==> config.mk <==
export PLATFORM = sky130hd
export DESIGN_NAME = blk_remap_stack
export DESIGN_NICKNAME = d
export VERILOG_FILES = /design/src/rtl/rmp_pkg.sv /design/src/rtl/rmp_classify.sv /design/src/rtl/rmp_sorter.sv /design/src/rtl/rmp_lookup.sv /design/src/rtl/blk_remap_stack.sv
export SDC_FILE = /design/constraint.sdc
export NUM_CORES = 1
export LEC_CHECK = 0
export ABC_CLOCK_PERIOD_IN_PS = 21800
export BUFFER_PORTS_ARGS = -buffer_cell sky130_fd_sc_hd__clkbuf_2
export CAP_MARGIN = 10
export CORE_MARGIN = 2
export CORE_UTILIZATION = 45
export CTS_CLUSTER_DIAMETER = 60
export CTS_CLUSTER_SIZE = 25
export DETAILED_ROUTE_END_ITERATION = 12
export PLACE_DENSITY = 0.69
export RECOVER_POWER = 100
export SYNTH_ARGS = -nofsm -noshare
export SYNTH_HDL_FRONTEND = slang
export SYNTH_SLANG_ARGS = --single-unit
==> constraint.sdc <==
create_clock -name clk -period 21.8 [get_ports clk]
set_clock_uncertainty 0.2 [all_clocks]
set_input_delay 1.09 -clock clk [delete_from_list [all_inputs] [get_ports clk]]
set_output_delay 1.09 -clock clk [all_outputs]
set_load 0.01 [all_outputs]
==> src/rtl/rmp_pkg.sv <==
package rmp_pkg;
  typedef enum logic [1:0] {
    PH_IDLE = 2'd0,
    PH_SORT = 2'd1,
    PH_DONE = 2'd2
  } sort_ph_e;
endpackage

==> src/rtl/rmp_classify.sv <==
module rmp_classify #(
  parameter int NB = 8,
  parameter int CW = 4
) (
  input  logic [NB*CW-1:0] codes,
  input  logic [CW-1:0]    op,
  input  logic [CW-1:0]    thr,
  output logic [NB-1:0]    fail_m,
  output logic [NB-1:0]    marg_m
);
  for (genvar g = 0; g < NB; g++) begin : g_cls
    logic [CW-1:0] v;
    logic [CW-1:0] head;
    assign v         = codes[g*CW +: CW];
    assign fail_m[g] = (v > op);
    assign head      = op - v;
    assign marg_m[g] = !fail_m[g] && (head <= thr);
  end
endmodule

==> src/rtl/rmp_sorter.sv <==
module rmp_sorter
  import rmp_pkg::*;
#(
  parameter int NB = 8,
  parameter int CW = 4,
  localparam int IW = (NB > 1) ? $clog2(NB) : 1,
  localparam int NW = $clog2(NB + 1)
) (
  input  logic             clk,
  input  logic             rst_n,
  input  logic             start,
  input  logic [NB*CW-1:0] codes,
  input  logic [NB-1:0]    fail_m,
  output logic [NB*IW-1:0] stk_ids,
  output logic [NW-1:0]    stk_cnt,
  output logic             done
);
  sort_ph_e      ph_q;
  logic [CW-1:0] key_q [NB];
  logic [IW-1:0] id_q  [NB];
  logic [NW-1:0] cnt_q;
  logic [IW-1:0] step_q;

  logic [CW-1:0] cur_key;
  logic [NW-1:0] pos;
  logic [CW-1:0] nkey [NB];
  logic [IW-1:0] nid  [NB];

  assign cur_key = codes[step_q*CW +: CW];

  // Insertion point: count entries whose key is >= the new key (stable, descending)
  always_comb begin
    pos = '0;
    for (int j = 0; j < NB; j++)
      if (NW'(j) < cnt_q && key_q[j] >= cur_key) pos = pos + 1'b1;
    for (int j = 0; j < NB; j++) begin
      if (NW'(j) < pos) begin
        nkey[j] = key_q[j];
        nid[j]  = id_q[j];
      end else if (NW'(j) == pos) begin
        nkey[j] = cur_key;
        nid[j]  = step_q;
      end else begin
        nkey[j] = key_q[j-1];
        nid[j]  = id_q[j-1];
      end
    end
  end

  always_ff @(posedge clk or negedge rst_n) begin
    if (!rst_n) begin
      ph_q   <= PH_IDLE;
      cnt_q  <= '0;
      step_q <= '0;
    end else if (start) begin
      ph_q   <= PH_SORT;
      cnt_q  <= '0;
      step_q <= '0;
    end else if (ph_q == PH_SORT) begin
      if (!fail_m[step_q]) cnt_q <= cnt_q + 1'b1;
      if (step_q == IW'(NB - 1)) ph_q <= PH_DONE;
      else step_q <= step_q + 1'b1;
    end
  end

  always_ff @(posedge clk) begin
    if (ph_q == PH_SORT && !start && !fail_m[step_q]) begin
      for (int j = 0; j < NB; j++) begin
        key_q[j] <= nkey[j];
        id_q[j]  <= nid[j];
      end
    end
  end

  for (genvar g = 0; g < NB; g++) begin : g_out
    assign stk_ids[g*IW +: IW] = id_q[g];
  end
  assign stk_cnt = cnt_q;
  assign done    = (ph_q == PH_DONE);
endmodule

==> src/rtl/rmp_lookup.sv <==
module rmp_lookup #(
  parameter int NB = 8,
  localparam int IW = (NB > 1) ? $clog2(NB) : 1,
  localparam int NW = $clog2(NB + 1)
) (
  input  logic             clk,
  input  logic             rst_n,
  input  logic             clear,
  input  logic             en,
  input  logic [NB-1:0]    fail_m,
  input  logic [NB*IW-1:0] stk_ids,
  input  logic [NW-1:0]    stk_cnt,
  input  logic             req_valid,
  output logic             req_ready,
  input  logic [IW-1:0]    req_blk,
  output logic             rsp_valid,
  input  logic             rsp_ready,
  output logic [IW-1:0]    rsp_blk,
  output logic             rsp_unmap
);
  logic [NW-1:0] sp_q;
  logic [NB-1:0] map_vld_q;
  logic [IW-1:0] map_tgt_q [NB];
  logic [IW-1:0] stk [NB];
  logic [IW-1:0] top_id;
  logic          acc;
  logic          take;

  for (genvar g = 0; g < NB; g++) begin : g_unpack
    assign stk[g] = stk_ids[g*IW +: IW];
  end

  always_comb begin
    top_id = '0;
    for (int j = 0; j < NB; j++)
      if (NW'(j) == sp_q) top_id = stk[j];
  end

  assign req_ready = en && !clear && (!rsp_valid || rsp_ready);
  assign acc       = req_valid && req_ready;
  assign take      = acc && fail_m[req_blk] && !map_vld_q[req_blk] && (sp_q < stk_cnt);

  always_ff @(posedge clk or negedge rst_n) begin
    if (!rst_n) begin
      map_vld_q <= '0;
      sp_q      <= '0;
      rsp_valid <= 1'b0;
      rsp_blk   <= '0;
      rsp_unmap <= 1'b0;
    end else if (clear) begin
      map_vld_q <= '0;
      sp_q      <= '0;
      rsp_valid <= 1'b0;
    end else if (acc) begin
      rsp_valid <= 1'b1;
      if (!fail_m[req_blk]) begin
        rsp_blk   <= req_blk;
        rsp_unmap <= 1'b0;
      end else if (map_vld_q[req_blk]) begin
        rsp_blk   <= map_tgt_q[req_blk];
        rsp_unmap <= 1'b0;
      end else if (take) begin
        rsp_blk            <= top_id;
        rsp_unmap          <= 1'b0;
        map_vld_q[req_blk] <= 1'b1;
        sp_q               <= sp_q + 1'b1;
      end else begin
        rsp_blk   <= req_blk;
        rsp_unmap <= 1'b1;
      end
    end else if (rsp_ready) begin
      rsp_valid <= 1'b0;
    end
  end

  always_ff @(posedge clk) begin
    if (take && !clear) map_tgt_q[req_blk] <= top_id;
  end
endmodule

==> src/rtl/blk_remap_stack.sv <==
module blk_remap_stack #(
  parameter int NUM_BLK = 8,
  parameter int CODE_W  = 4,
  localparam int IDX_W  = (NUM_BLK > 1) ? $clog2(NUM_BLK) : 1,
  localparam int CNT_W  = $clog2(NUM_BLK + 1)
) (
  input  logic                      clk,
  input  logic                      rst_n,
  input  logic                      cfg_start,
  input  logic [NUM_BLK*CODE_W-1:0] vmin_codes,
  input  logic [CODE_W-1:0]         op_code,
  input  logic [CODE_W-1:0]         marg_thr,
  output logic                      cfg_ready,
  output logic [NUM_BLK-1:0]        fail_mask,
  output logic [NUM_BLK-1:0]        marg_mask,
  input  logic                      req_valid,
  output logic                      req_ready,
  input  logic [IDX_W-1:0]          req_blk,
  output logic                      rsp_valid,
  input  logic                      rsp_ready,
  output logic [IDX_W-1:0]          rsp_blk,
  output logic                      rsp_unmap
);
  logic [NUM_BLK*CODE_W-1:0] codes_q;
  logic [CODE_W-1:0]         op_q;
  logic [CODE_W-1:0]         thr_q;
  logic [NUM_BLK*IDX_W-1:0]  stk_ids;
  logic [CNT_W-1:0]          stk_cnt;
  logic                      built;

  always_ff @(posedge clk or negedge rst_n) begin
    if (!rst_n) begin
      codes_q <= '0;
      op_q    <= '0;
      thr_q   <= '0;
    end else if (cfg_start) begin
      codes_q <= vmin_codes;
      op_q    <= op_code;
      thr_q   <= marg_thr;
    end
  end

  rmp_classify #(.NB(NUM_BLK), .CW(CODE_W)) u_cls (
    .codes  (codes_q),
    .op     (op_q),
    .thr    (thr_q),
    .fail_m (fail_mask),
    .marg_m (marg_mask)
  );

  rmp_sorter #(.NB(NUM_BLK), .CW(CODE_W)) u_sort (
    .clk     (clk),
    .rst_n   (rst_n),
    .start   (cfg_start),
    .codes   (codes_q),
    .fail_m  (fail_mask),
    .stk_ids (stk_ids),
    .stk_cnt (stk_cnt),
    .done    (built)
  );

  rmp_lookup #(.NB(NUM_BLK)) u_look (
    .clk       (clk),
    .rst_n     (rst_n),
    .clear     (cfg_start),
    .en        (built),
    .fail_m    (fail_mask),
    .stk_ids   (stk_ids),
    .stk_cnt   (stk_cnt),
    .req_valid (req_valid),
    .req_ready (req_ready),
    .req_blk   (req_blk),
    .rsp_valid (rsp_valid),
    .rsp_ready (rsp_ready),
    .rsp_blk   (rsp_blk),
    .rsp_unmap (rsp_unmap)
  );

  assign cfg_ready = built;
endmodule

==> flow_metrics.tcl <==
set metrics [dict create \
    worst_pin_slew_ps 3760 \
    drt_pre_antenna_iters 5 \
    core_um2 22000 \
    fin_crit_sh_pct 46.0 \
    diodes 0 \
    fmax_mhz 99.8 \
    switching_share_pct 36.5 \
    r2r-start "u_sort.step_q[0]$_DFFE_PN0P_" \
    routed-via-count 7475 \
    seqPwrFrac_pct 36.0 \
    cts_tree "built" \
    drc 0 \
    grt_remaining_overflow 0 \
    power_frac_comb_pct 36.8 \
    violations "max-capacitance violations, max-slew violations" \
    worstHoldStart "u_look.map_vld_q[5]$_DFFE_PN0P_" \
    hold_buffers 0 \
    netlist_instances 940 \
    max-cap-violations 4 \
    synthToLayoutAreaGrowth_pct 10.1 \
    critPathTopFamily "simple AND/OR/NAND/NOR gates" \
    place_congestion 0.823 \
    busiest_layer "met2" \
    power.share.clock_pct 27.2 \
    critical_path_class "flip-flop to flip-flop" \
    use_met3_pct 2.77 \
    worstPathArrival_ps 10000 \
    cts.repair.resized 0 \
    regArea_um2 4050 \
    synth_async_sr_flop_share_pct 45.2 \
    vias_per_cell 5.75 \
    r2r_cells 31 \
    use_met1_pct 30.3 \
    syn_area_um2 10200 \
    hold_path_class "flip-flop to flip-flop" \
    start_util_pct 46.1 \
    clockBufferDepth 2 \
    end_kind "flip-flop" \
    met2_usage_pct 35.1 \
    hold_end "u_look.map_vld_q[5]$_DFFE_PN0P_" \
    cp_max_fo 20 \
    die_w_um 154 \
    ys_seq_area_share_pct 39.9 \
    grt_start_max_net_pins 83 \
    placed_area_um2 10800 \
    power_leakage_uw 0.00491 \
    final-hold-violation-count 0 \
    routedWlPerCell_um 19.1 \
    design_area_um2 11200 \
    synth_edf_count 80 \
    synth_seq_cells 146 \
    r2r_end "u_sort.key_q[0][4]$_DFFE_PP_" \
    clockRootBuffer "clkbuf_16" \
    grt_pass1_wl_mm 39.9 \
    dp.cells 1268 \
    crit_slowest_cell "nor3_1" \
    holdPathStages 1 \
    insertion_delay_ps 430 \
    dp.final_hpwl_mm 18.2 \
    synth_area_per_cell_um2 10.8 \
    wirelength_mm 24.9 \
    cts_buffers 17 \
    multi_input_area_um2 5580 \
    internal_power_uw 662 \
    grt_pass1_vias 7340 \
    ys_warn_count 0 \
    setup-violations-final 0 \
    rsz0062_at_grt "false" \
    reg2reg_setup_slack_ps 11780 \
    finalNonFillerCells 1300 \
    crit_required_ps 21780 \
    path_clk_slew_ps 70 \
    rows 54 \
    port_buffers 70 \
    dieArea_um2 23800 \
    h-tree-depth 4 \
    power_switching_uw 380 \
    syn_nets 1111 \
    clock-sinks 146 \
    cpMostUsedCell "ha_1" \
    start_kind "flip-flop" \
    status "finished, violations left" \
    fin_nets 1178 \
    ant_nets 0 \
    synth-main-ff-cell "edfxtp_1" \
    antenna_found_initial 0 \
    slew_headroom_pct -151 \
    path_buf_inv 4 \
    die_height_um 154 \
    synth_cell_types 68 \
    setup-tns-final_ps 0 \
    pwr_density_cell_nw_per_um2 93.1 \
    slowest_delay_ps 1120 \
    drive_above_1_share_pct 17.2 \
    vdd_drop_max_v 0.0000664 \
    crit_cells 31 \
    drt_iter0_drc 391 \
    fillers 2013 \
    pin_count 71 \
    fin_crit_ps 10020 \
    timing.final.max_slew_violations 158 \
    cts_setup_buffers 0 \
    grt_usage_pct 21.5 \
]
[kinds of logic after synthesis]
group                      after synthesis  share of synthesized area, %
buffers and inverters                  105                          3.96
and+or+nand+nor                        220                          10.8
muxes                                  100                          12.1
DFF                                    146                          39.9
adders and majority gates              123                          15.7
AOI/OAI and AO/OA                      208                          13.8
xor gates and xnor gates                38                          3.63
[placed cells by master, fill, tap and decap left out, types with 5 or more instances in the layout]
cell type / count
ha_1: 115
xor2_1: 15
xnor2_1: 21
nand2b_1: 21
clkbuf_1: 33
fa_1: 8
a21o_1: 34
nand2_1: 67
o31ai_1: 5
nor2_1: 62
nor4_1: 7
o21ai_0: 52
nor2b_1: 17
mux2_2: 73
mux2i_1: 15
o211ai_1: 6
a211oi_1: 12
mux4_2: 11
a41oi_1: 8
a21oi_1: 52
edfxtp_1: 80
inv_6: 8
inv_1: 71
nor3_1: 13
clkbuf_2: 48
nand3b_1: 5
a31oi_1: 8
dfrtp_1: 66
nand3_1: 7
clkbuf_16: 17
[sequential cells by signal, summed over array words and instances (netlist names), 3 cells and up]
signal / count
u_sort.key_q: 32
u_look.sp_q: 4
codes_q: 32
u_look.map_vld_q: 8
u_sort.step_q: 3
op_q: 4
u_look.map_tgt_q: 24
u_sort.stk_cnt: 4
u_sort.id_q: 24
thr_q: 4
u_look.rsp_blk: 3
[power groups by stage]
stage / Clock (uW) / Sequential [uW] / Combinational [uW]
after CTS: 288 / 374 / 397
after global placement: 0 / 379 / 380
after global routing: 299 / 379 / 430
final: 284 / 375 / 383
after detailed placement: 0 / 379 / 393
after floorplan: 0 / 363 / 292
[worst max-delay path by stage]
stage	start	to	slack [ps]
floorplan	u_sort.step_q[0]$_DFFE_PN0P_	u_sort.id_q[0][0]$_DFFE_PP_	13340
global placement	u_sort.step_q[0]$_DFFE_PN0P_	u_sort.id_q[1][0]$_DFFE_PP_	12590
detailed placement	u_sort.step_q[0]$_DFFE_PN0P_	u_sort.id_q[1][1]$_DFFE_PP_	12270
CTS	u_sort.step_q[0]$_DFFE_PN0P_	u_sort.key_q[1][1]$_DFFE_PP_	12170
global route	u_sort.step_q[0]$_DFFE_PN0P_	u_sort.id_q[1][1]$_DFFE_PP_	11110
finish	u_sort.step_q[0]$_DFFE_PN0P_	u_sort.key_q[0][4]$_DFFE_PP_	11780
[synth_stat cells (all sizes together) (5+ instances only)]
master / n / area [um^2]
o31ai: 5 / 37.5
xnor2: 21 / 184
xor2: 15 / 139
nand3: 8 / 45.0
dfrtp: 66 / 1650
nor3: 14 / 109
nor4: 7 / 43.8
a211oi: 12 / 120
a41oi: 8 / 70.1
nand3b: 5 / 45.0
ha: 115 / 1440
nor2: 62 / 233
o211ai: 6 / 72.6
buf: 6 / 31.3
inv: 71 / 267
mux2i: 15 / 150
nor2b: 17 / 106
a21o: 34 / 255
edfxtp: 80 / 2400
nand2b: 21 / 131
mux2: 74 / 833
mux4: 11 / 248
a21oi: 52 / 272
fa: 8 / 160
clkbuf: 28 / 105
o21ai: 55 / 287
nand2: 67 / 251
a31oi: 9 / 62.6
[routing by layer]
layer,up-vias,wire length (um)
met5,-,0
met4,0,374
met3,29,1300
met2,203,11700
met1,3664,11500
li1,3579,-
[metrics by stage]
stage	total power [uW]	hold slack, ps	utilization, %	setup WS, ps
6_report	1040	279	50.8	11780
5_1_grt	1110	295	50.8	11110
4_1_cts	1060	283	51.7	12170
3_5_place_dp	772	268	49.1	12270
3_3_place_gp	759	259	49.1	12590
2_1_floorplan	654	249	-	13340
[worst reg2reg max path, delay by kind of cell (launching register included)]
kind	cells	cell delay [ps]
AND/OR/NAND/NOR	7	2420
multiplexers	5	2160
adder cells (fa/ha/maj)	6	1900
AO/OA/AOI/OAI	9	1780
flip-flops	1	880
buffers and inverters	4	470
[area by class of cell]
type                       count  area share [%]
clock inverter                15            1.26
timing repair buffer          82            3.30
sequential                   146            36.2
inverter                      71            2.38
tap                          280            3.13
multi-input combinational    689            49.9
clock buffer                  17            3.80
No activity file was read; power rests on OpenSTA's default activity.
